--- src/rtl/pipe_owner_arb_pkg.sv ---
package pipe_owner_arb_pkg;
  typedef enum logic [1:0] {
    OWN_IDLE   = 2'd0,
    OWN_NOTIFY = 2'd1,
    OWN_HOLD   = 2'd2
  } own_state_e;
endpackage

--- src/rtl/arb_claim_decode.sv ---
module arb_claim_decode #(
  parameter int NUM_SLOTS = 4
) (
  input  logic                 base_ri_ni,
  input  logic [NUM_SLOTS-1:0] slot_ri_ni,
  input  logic [NUM_SLOTS-1:0] slot_hipri_i,
  output logic                 base_claim_o,
  output logic [NUM_SLOTS-1:0] any_req_o,
  output logic [NUM_SLOTS-1:0] hi_req_o
);
  assign base_claim_o = ~base_ri_ni;
  assign any_req_o    = ~slot_ri_ni;
  assign hi_req_o     = ~slot_ri_ni & slot_hipri_i;
endmodule

--- src/rtl/arb_prio_pick.sv ---
module arb_prio_pick #(
  parameter int NUM_REQ = 4,
  localparam int IDX_W  = (NUM_REQ > 1) ? $clog2(NUM_REQ) : 1
) (
  input  logic [NUM_REQ-1:0] req_i,
  output logic [NUM_REQ-1:0] gnt_o,
  output logic [IDX_W-1:0]   idx_o,
  output logic               any_o
);
  logic [NUM_REQ:0] seen;
  assign seen[0] = 1'b0;

  // lowest index first
  for (genvar g = 0; g < NUM_REQ; g++) begin : g_chain
    assign gnt_o[g]    = req_i[g] & ~seen[g];
    assign seen[g+1]   = seen[g] | req_i[g];
  end

  assign any_o = seen[NUM_REQ];

  always_comb begin
    idx_o = '0;
    for (int i = 0; i < NUM_REQ; i++) begin
      if (gnt_o[i]) idx_o = idx_o | IDX_W'(i);
    end
  end
endmodule

--- src/rtl/arb_own_fsm.sv ---
module arb_own_fsm
  import pipe_owner_arb_pkg::*;
#(
  parameter int NUM_SLOTS = 4,
  localparam int IDX_W    = (NUM_SLOTS > 1) ? $clog2(NUM_SLOTS) : 1
) (
  input  logic                 clk_i,
  input  logic                 rst_ni,
  input  logic                 slot_win_i,
  input  logic [IDX_W-1:0]     win_idx_i,
  input  logic [NUM_SLOTS-1:0] ack_i,
  output logic                 idle_o,
  output logic [NUM_SLOTS-1:0] en_o,
  output logic [NUM_SLOTS-1:0] gr_o,
  output logic                 stall_o
);
  own_state_e       state_q, state_d;
  logic [IDX_W-1:0] owner_q, owner_d;
  logic             owner_ack;

  assign owner_ack = ack_i[owner_q];

  always_comb begin
    state_d = state_q;
    owner_d = owner_q;
    unique case (state_q)
      OWN_IDLE: begin
        if (slot_win_i) begin
          state_d = OWN_NOTIFY;
          owner_d = win_idx_i;
        end
      end
      OWN_NOTIFY: state_d = owner_ack ? OWN_HOLD : OWN_IDLE;
      OWN_HOLD:   state_d = owner_ack ? OWN_HOLD : OWN_IDLE;
      default:    state_d = OWN_IDLE;
    endcase
  end

  always_ff @(posedge clk_i or negedge rst_ni) begin
    if (!rst_ni) begin
      state_q <= OWN_IDLE;
      owner_q <= '0;
    end else begin
      state_q <= state_d;
      owner_q <= owner_d;
    end
  end

  for (genvar g = 0; g < NUM_SLOTS; g++) begin : g_out
    assign en_o[g] = (state_q == OWN_NOTIFY) && (owner_q == IDX_W'(g));
    assign gr_o[g] = (state_q == OWN_HOLD)   && (owner_q == IDX_W'(g));
  end

  assign idle_o  = (state_q == OWN_IDLE);
  assign stall_o = (state_q == OWN_HOLD);
endmodule

--- src/rtl/pipe_owner_arb.sv ---
module pipe_owner_arb #(
  parameter int NUM_SLOTS = 4,
  localparam int IDX_W    = (NUM_SLOTS > 1) ? $clog2(NUM_SLOTS) : 1
) (
  input  logic                 clk_i,
  input  logic                 rst_ni,
  input  logic                 base_ri_ni,
  input  logic [NUM_SLOTS-1:0] slot_ri_ni,
  input  logic [NUM_SLOTS-1:0] slot_hipri_i,
  input  logic [NUM_SLOTS-1:0] slot_ack_i,
  output logic [NUM_SLOTS-1:0] slot_en_o,
  output logic [NUM_SLOTS-1:0] slot_gr_o,
  output logic                 base_sel_o,
  output logic                 stall_o
);
  logic                 base_claim;
  logic [NUM_SLOTS-1:0] any_req, hi_req;
  logic [NUM_SLOTS-1:0] hi_gnt, any_gnt;
  logic [IDX_W-1:0]     hi_idx, any_idx, win_idx;
  logic                 hi_any, req_any, slot_win, idle;

  arb_claim_decode #(.NUM_SLOTS(NUM_SLOTS)) i_decode (
    .base_ri_ni   (base_ri_ni),
    .slot_ri_ni   (slot_ri_ni),
    .slot_hipri_i (slot_hipri_i),
    .base_claim_o (base_claim),
    .any_req_o    (any_req),
    .hi_req_o     (hi_req)
  );

  arb_prio_pick #(.NUM_REQ(NUM_SLOTS)) i_pick_hi (
    .req_i (hi_req),
    .gnt_o (hi_gnt),
    .idx_o (hi_idx),
    .any_o (hi_any)
  );

  arb_prio_pick #(.NUM_REQ(NUM_SLOTS)) i_pick_any (
    .req_i (any_req),
    .gnt_o (any_gnt),
    .idx_o (any_idx),
    .any_o (req_any)
  );

  // high priority beats base; base beats normal slots
  assign slot_win = hi_any | (req_any & ~base_claim);
  assign win_idx  = hi_any ? hi_idx : any_idx;

  arb_own_fsm #(.NUM_SLOTS(NUM_SLOTS)) i_fsm (
    .clk_i      (clk_i),
    .rst_ni     (rst_ni),
    .slot_win_i (slot_win),
    .win_idx_i  (win_idx),
    .ack_i      (slot_ack_i),
    .idle_o     (idle),
    .en_o       (slot_en_o),
    .gr_o       (slot_gr_o),
    .stall_o    (stall_o)
  );

  assign base_sel_o = idle & ~slot_win;

  logic unused_gnt;
  assign unused_gnt = ^{hi_gnt, any_gnt};
endmodule

--- config.mk ---
export PLATFORM = sky130hd
export DESIGN_NAME = pipe_owner_arb
export DESIGN_NICKNAME = d
export VERILOG_FILES = /design/src/rtl/pipe_owner_arb_pkg.sv /design/src/rtl/arb_claim_decode.sv /design/src/rtl/arb_prio_pick.sv /design/src/rtl/arb_own_fsm.sv /design/src/rtl/pipe_owner_arb.sv
export SDC_FILE = /design/constraint.sdc
export NUM_CORES = 1
export LEC_CHECK = 0
export ABC_AREA = 1
export BUFFER_PORTS_ARGS = -buffer_cell sky130_fd_sc_hd__buf_2
export CORE_AREA = 4 4 41 43
export CTS_BUF_LIST = sky130_fd_sc_hd__clkbuf_16
export CTS_CLUSTER_DIAMETER = 80
export CTS_CLUSTER_SIZE = 25
export DETAILED_ROUTE_END_ITERATION = 10
export DIE_AREA = 0 0 45 47
export GPL_ROUTABILITY_DRIVEN = 0
export PLACE_DENSITY = 0.83
export SKIP_CTS_REPAIR_TIMING = 1
export SYNTH_ARGS = -nofsm -noshare
export SYNTH_HDL_FRONTEND = slang
export SYNTH_HIERARCHICAL = 1
export SYNTH_SLANG_ARGS = --single-unit
--- constraint.sdc ---
create_clock -name clk_i -period 3.2 [get_ports clk_i]
set_input_delay 0.32 -clock clk_i [delete_from_list [all_inputs] [get_ports clk_i]]
set_output_delay 0.32 -clock clk_i [all_outputs]
set_load 0.02 [all_outputs]
==> impl_metrics.toml, run 1 <==
[drt]
drt_first_pass_iters = 2
dr.first_iter.drc_count = 1
vias_per_cell = 4.40
ant_nets = 0
vias = 594
postRouteWirelength_um = 1080
wl_per_cell_um = 8.00
drc = 0

[placement]
post-dp-hpwl_um = 948
placed_area_um2 = 656
portBuffers = 24

[floorplanning]
die_w_um = 45
dieArea_um2 = 2120
core_area_um2 = 1300
pin_count = 25
start_util_pct = 39.7
die_y_um = 47
fp-row-count = 13

[layout]
syn_to_final_growth_pct = 43.3
antenna_cells = 0
nets = 141
multi_input_area_um2 = 319
finalInstanceArea_um2 = 741
seq_area_um2 = 100
drive_above_1_share_pct = 32.5
nFillCells = 149

[timing]
fin_skew_ps = 1.07
fmax_ghz = 0.639
whs_ps = 433
setup_viol = 0
slew_headroom_pct = 88.8
fin_crit_sh_pct = 48.9
period_needed_ps = 1560
worstMarginPinSlew_ps = 167
rsz0062_at_grt = "no"
setup-tns-final_ps = 0
maxSlewViolCount = 0
final_hold_viol_count = 0

[clock_tree]
clk_pin_slew_ps = 30
ctsLongestPathBuffers = 2
cts_made_buffers = 3
clockRootBuffer = "clkbuf_16"
cts.sinks = 4
htree_levels = 1
cts_tree = "yes"
clock_latency_ps = 220

[global_routing]
grt_util_all_layers_pct = 12.2
antenna_found_initial = 0
grt-ovfl-total = 0
grt_pass1_vias = 536
grt_pass1_wl_um = 1860
grt_max_degree = 6

[pwr]
ir_drop_v = 0.000294
power_density_nw_per_um2 = 749
p_leak_nw = 0.487
power_uw = 555

[flow_run]
max-cap-violations = 0

[outcome]
status = "finished clean"

[worst_hold_path]
min_path_type = "primary input to asynchronous set/reset pin"

[critical_path]
critPathCaptureType = "primary output"
crit_path_start_kind = "flip-flop"
worstPathRequired_ps = 2880
critPathMaxFanout = 4
critical_path_class = "flip-flop to primary output"
critical_path_arrival_ps = 1240

[logic_synthesis]
syn_inst = 92
yosysWarnings = 6
syn_area_um2 = 517
synth_nets = 111
avgSynthCellArea_um2 = 5.62
## registers in the layout (all words and copies together) (netlist names)
name           flops
i_fsm/owner_q      2
i_fsm/state_q      2
## through the flow
step                setup WS, ps  utilization, %  cells
finish                      1640            56.9    135
CTS                         1620            56.2    134
global placement            1710            50.4    131
global route                1510            56.9    135
detailed placement          1670            50.4    131
floorplan                   1710               -     92
## worst max-delay path, stage by stage, from the launching register on
cell and delay (ps):
dfrtp_1 370, inv_1 120, ha_1 180, inv_1 80, nor2_1 100, buf_2 160
## layout make-up
cell class                 count  share of cell area [%]
clock buffer                   3                    10.1
inverter                      26                    13.2
multi-input combinational     62                    43.1
sequential                     4                    13.5
tap                           15                    2.53
timing repair buffer          25                    17.6
## worst paths after layout
check,from,end,slack [ps],cells past startpoint
worst min register to register,i_fsm/state_q[1],i_fsm/state_q[1],510,2
max in group asynchronous,rst_ni,i_fsm/owner_q[0],2650,2
min in group clk_i,slot_ack_i[0],i_fsm/state_q[1],480,7
worst min-delay path,rst_ni,i_fsm/state_q[0],430,2
worst max register to register,i_fsm/state_q[0],i_fsm/state_q[1],2060,7
worst max-delay path,i_fsm/state_q[0],slot_gr_o[1],1640,5
## cells in the final DEF (no fill, tap or decap)
cell type      instances
nand2_1               27
inv_1                 24
buf_2                 24
nor2_1                12
nor2_2                 7
ha_1                   4
dfrtp_1                4
clkbuf_16              3
a21oi_1                3
inv_2                  2
nand3_1                2
o21ai_0                2
nand3b_1               2
nand2_4                1
nand2_2                1
dlygate4sd3_1          1
nor2_4                 1
## power breakdown
part	internal, mW	switching, mW
Sequential	0.0757	0.0221
Combinational	0.0919	0.173
Clock	0.159	0.0323
Total	0.327	0.228
## layer usage
| metal | GRT usage, % | up-vias | share of wire [%] |
|---|---|---|---|
| li1 | - | 318 | - |
| met5 | 0 | - | 0 |
| met1 | 10.6 | 249 | 38 |
| met3 | 4.60 | 4 | 9.0 |
| met2 | 23.7 | 23 | 51 |
| met4 | 7.02 | 0 | 2.0 |
Note: power is estimated with default switching activity, not from simulation.
==> run 2: changes to the inputs <==
Clock period 3.2 ns to 1.5 ns, I/O delays scaled along.
==> impl_metrics.toml, run 2 (synthesis gave the netlist of run 1 again) <==
[floorplanning]
dieArea_um2 = 2120
die_y_um = 47
core_area_um2 = 1300
die_w_um = 45
fp-row-count = 13
start_util_pct = 39.7
pin_count = 25

[global_routing]
grt-ovfl-total = 0
antenna_found_initial = 0
grt_util_all_layers_pct = 11.5
grt_pass1_wl_um = 1680
grt_pass1_vias = 482
grt_max_degree = 6

[layout]
final_common_cell = "nand2_1"
syn_to_final_growth_pct = 43.3
nets = 141
drive_above_1_share_pct = 32.5
antenna_cells = 0
fin_cells = 135
layout_common_cells = "nand2_1, inv_1, buf_2, nor2_1, nor2_2"
largestRegisters = "i_fsm/owner_q (2), i_fsm/state_q (2)"
nFillCells = 137

[critical_path]
critPathMaxFanout = 4
critPathMaxStageDelay_ps = 370
rrSetupSlack_ps = 320
cpMaxStageDelayCell = "dfrtp_1"
worst_path_most_repeated_cell = "inv_1"
cp_cell_sequence = "inv_1 > ha_1 > inv_1 > nor2_2 > buf_2"
r2r_cells = 7
critical_path_arrival_ps = 1250
reg2reg_to = "i_fsm/state_q[1]"
critical_path_class = "flip-flop to primary output"
worstPathRequired_ps = 1350
critPathCaptureType = "primary output"
crit_path_start_kind = "flip-flop"
r2r-start = "i_fsm/state_q[0]"

[timing]
whs_ps = 268
fin_skew_ps = 0.197
postLayoutSetupSlackWorst_ps = 97.3
rsz0062_at_grt = "no"
fmax_ghz = 0.713
setup_viol = 0
fin_crit_sh_pct = 93.5
slew_headroom_pct = 89.1
setup-tns-final_ps = 0
worstMarginPinSlew_ps = 163
final_hold_viol_count = 0
maxSlewViolCount = 0
period_needed_ps = 1400

[placement]
post-dp-hpwl_um = 959
portBuffers = 24
placedCellCount = 131
post-place-ws_ps = 293

[pwr]
ir_drop_v = 0.000539
p_leak_nw = 0.487
power_density_nw_per_um2 = 1620
power_mw = 1.20

[drt]
vias_per_cell = 4.37
postRouteWirelength_um = 1100
wl_per_cell_um = 8.16
dr.first_iter.drc_count = 5
drc = 0
drt_first_pass_iters = 4
vias = 590
ant_nets = 0

[worst_hold_path]
min_path_type = "primary input to asynchronous set/reset pin"

[outcome]
status = "finished clean"

[clock_tree]
ctsLongestPathBuffers = 2
htree_levels = 1
cts_made_buffers = 3
clockRootBuffer = "clkbuf_16"
cts_tree = "yes"
cts.sinks = 4
clk_pin_slew_ps = 30
clock_latency_ps = 220

[flow_run]
max-cap-violations = 0
==> run 2: per-layer routing <==
metal	track usage, %	share of wire, %	up-vias
met5	0	0	-
met4	8.77	3.0	0
met3	4.60	11	4
met2	22.6	50	23
met1	8.78	36	245
li1	-	-	318
==> run 2: area by class of cell <==
type | count | area (um2) | share of cell area, %
Multi-Input combinational cell | 62 | 319 | 43.1
Timing Repair Buffer | 25 | 130 | 17.6
Sequential cell | 4 | 100 | 13.5
Inverter | 26 | 97.6 | 13.2
Clock buffer | 3 | 75.1 | 10.1
Tap cell | 15 | 18.8 | 2.53
==> run 2: metrics by stage <==
step	util (%)	area (um2)
after CTS	56.2	731
after floorplan	-	517
final	56.9	741
after detailed placement	50.4	656
after global routing	56.9	741
after global placement	50.4	656
==> run 2: how the worst max path moves through the flow <==
stage,end,cells after the start,startpoint
2_1_floorplan,slot_gr_o[0],4,i_fsm/state_q[0]
4_1_cts,base_sel_o,5,i_fsm/state_q[0]
3_5_place_dp,i_fsm/state_q[1],11,slot_hipri_i[1]
3_3_place_gp,base_sel_o,9,slot_hipri_i[1]
5_1_grt,base_sel_o,5,i_fsm/state_q[0]
6_report,base_sel_o,5,i_fsm/state_q[0]
==> run 2: where the power goes <==
part	switching (mW)	leakage, nW	total (mW)	internal, mW
combinational	0.385	0.402	0.583	0.198
sequential	0.0455	0.0485	0.207	0.161
clock	0.0697	0.0370	0.410	0.340
total	0.500	0.487	1.20	0.700
==> run 2: worst max-delay path: cells and delay by family, from the launching register on <==
family | cells | cell delay, ps
AND/OR/NAND/NOR | 1 | 90
adder cells (fa/ha/maj) | 1 | 220
buffers and inverters | 3 | 350
flip-flops | 1 | 370
==> run 3: changes to the inputs <==
--- a/config.mk
+++ b/config.mk
@@ -8,13 +8,12 @@
 export ABC_AREA = 1
 export BUFFER_PORTS_ARGS = -buffer_cell sky130_fd_sc_hd__buf_2
-export CORE_AREA = 4 4 41 43
+export CORE_MARGIN = 4
+export CORE_UTILIZATION = 32
 export CTS_BUF_LIST = sky130_fd_sc_hd__clkbuf_16
 export CTS_CLUSTER_DIAMETER = 80
 export CTS_CLUSTER_SIZE = 25
 export DETAILED_ROUTE_END_ITERATION = 10
-export DIE_AREA = 0 0 45 47
 export GPL_ROUTABILITY_DRIVEN = 0
-export PLACE_DENSITY = 0.83
-export SKIP_CTS_REPAIR_TIMING = 1
+export PLACE_DENSITY = 0.69
 export SYNTH_ARGS = -nofsm -noshare
 export SYNTH_HDL_FRONTEND = slang
==> constraint.sdc (replaced) <==
create_clock -name clk_i -period 1.5 [get_ports clk_i]
set_input_delay 0.225 -clock clk_i [delete_from_list [all_inputs] [get_ports clk_i]]
set_output_delay 0.225 -clock clk_i [all_outputs]
set_load 0.02 [all_outputs]
==> impl_metrics.toml, run 3 (synthesis gave the netlist of run 1 again) <==
[drt]
drt_first_pass_iters = 2
wl_per_cell_um = 7.93
vias_per_cell = 4.11
dr.first_iter.drc_count = 1
drc = 0
ant_nets = 0
vias = 559
postRouteWirelength_um = 1080

[timing]
setup-tns-final_ps = 0
fin_skew_ps = 1.71
fin_crit_sh_pct = 94.2
whs_ps = 346
maxSlewViolCount = 0
slew_headroom_pct = 88.5
period_needed_ps = 1410
fmax_ghz = 0.708
worstMarginPinSlew_ps = 172
setup_viol = 0
final_hold_viol_count = 0
rsz0062_at_grt = "no"

[floorplanning]
fp-row-count = 14
pin_count = 25
start_util_pct = 33.9
die_w_um = 48.2
die_y_um = 48.2
dieArea_um2 = 2320
core_area_um2 = 1520

[layout]
nets = 141
antenna_cells = 0
final_common_cell = "nand2_1"
drive_above_1_share_pct = 35.0
largestRegisters = "i_fsm/owner_q (2), i_fsm/state_q (2)"
syn_to_final_growth_pct = 45.5
layout_common_cells = "nand2_1, inv_1, buf_2, nor2_1, nor2_2"
fin_cells = 136

[critical_path]
crit_path_start_kind = "flip-flop"
cp_num_buf_inv = 3
reg2reg_to = "i_fsm/state_q[1]"
critPathMaxStageDelay_ps = 380
rrSetupSlack_ps = 400
critPathMaxFanout = 4
cpMaxStageDelayCell = "dfrtp_1"
critical_path_arrival_ps = 1190
critical_path_class = "flip-flop to primary output"
critPathCaptureType = "primary output"
worstPathRequired_ps = 1270
r2r_cells = 7
cp_cell_sequence = "inv_2 > ha_1 > inv_1 > nor2_1 > buf_2"
r2r-start = "i_fsm/state_q[1]"
cpLargestDelayFamily = "flip-flops"

[clock_tree]
htree_levels = 1
clk_pin_slew_ps = 30
cts.sinks = 4
ctsLongestPathBuffers = 2
post_cts_buffers = 0
cts_made_buffers = 3
clock_latency_ps = 220
clockRootBuffer = "clkbuf_16"
cts_tree = "yes"

[global_routing]
grt_util_all_layers_pct = 10.2
grt_pass1_wl_um = 1640
grt_pass1_vias = 459
antenna_found_initial = 0
grt_max_degree = 6
grt-ovfl-total = 0

[placement]
portBuffers = 24
post-dp-hpwl_um = 936
placedCellCount = 132

[pwr]
power_density_nw_per_um2 = 1610
p_leak_nw = 0.485
ir_drop_v = 0.000603

[outcome]
status = "finished clean"

[worst_hold_path]
min_path_type = "primary input to asynchronous set/reset pin"

[flow_run]
max-cap-violations = 0
[run 3: timing repair]
action / 4_1_cts / 5_1_grt
resized for setup: 0 / 6
endpoints found under the setup margin: 0 / 8
hold buffers: 1 / 0
hold endpoints to repair: 4 / 0
[run 3: layout make-up]
type | instances | area (um2)
inverter | 26 | 97.6
clock buffer | 3 | 75.1
multi-input combinational | 62 | 322
fill | 164 | 772
tap | 16 | 20.0
timing repair buffer | 25 | 138
sequential | 4 | 100
[run 3: where the power goes]
| group | internal, mW | leakage, nW | switching, mW |
|---|---|---|---|
| Sequential | 0.161 | 0.0485 | 0.0515 |
| Combinational | 0.212 | 0.399 | 0.375 |
| Clock | 0.340 | 0.0370 | 0.0708 |
| Total | 0.713 | 0.485 | 0.497 |
[run 3: how the worst max path moves through the flow]
| stage | startpoint | end | slack (ps) | cells after the start |
|---|---|---|---|---|
| 2_1_floorplan | i_fsm/state_q[0] | slot_gr_o[0] | 100 | 4 |
| 3_3_place_gp | slot_hipri_i[1] | base_sel_o | 200 | 9 |
| 3_5_place_dp | slot_hipri_i[1] | base_sel_o | 170 | 9 |
| 4_1_cts | i_fsm/state_q[0] | base_sel_o | 30 | 5 |
| 5_1_grt | i_fsm/state_q[1] | slot_en_o[1] | 10 | 5 |
| 6_report | i_fsm/state_q[0] | slot_gr_o[0] | 90 | 5 |
[run 3: through the flow]
step                utilization, %  total power [mW]  instance area, um2  setup slack, ps
floorplan                        -             0.635                 517              104
finish                        49.3              1.21                 752             86.7
global route                  49.3              1.32                 752             12.0
detailed placement            43.1             0.783                 657              169
global placement              43.1             0.765                 657              197
CTS                           48.7              1.20                 742             31.6
[run 3: per-layer routing]
layer	up-vias	share of wire [%]	GRT usage, %
met5	-	0	0
met3	4	13	3.32
met4	0	2.7	6.45
met2	24	45	17.7
li1	320	-	-
met1	211	40	10.4
[run 3: worst register-to-register path, stage by stage, from the launching register on]
cell	delay, ps
dfrtp_1	390
inv_2	90
ha_2	190
inv_1	60
nor2_4	100
nor2_1	50
nand2_1	60
nand2_1	40
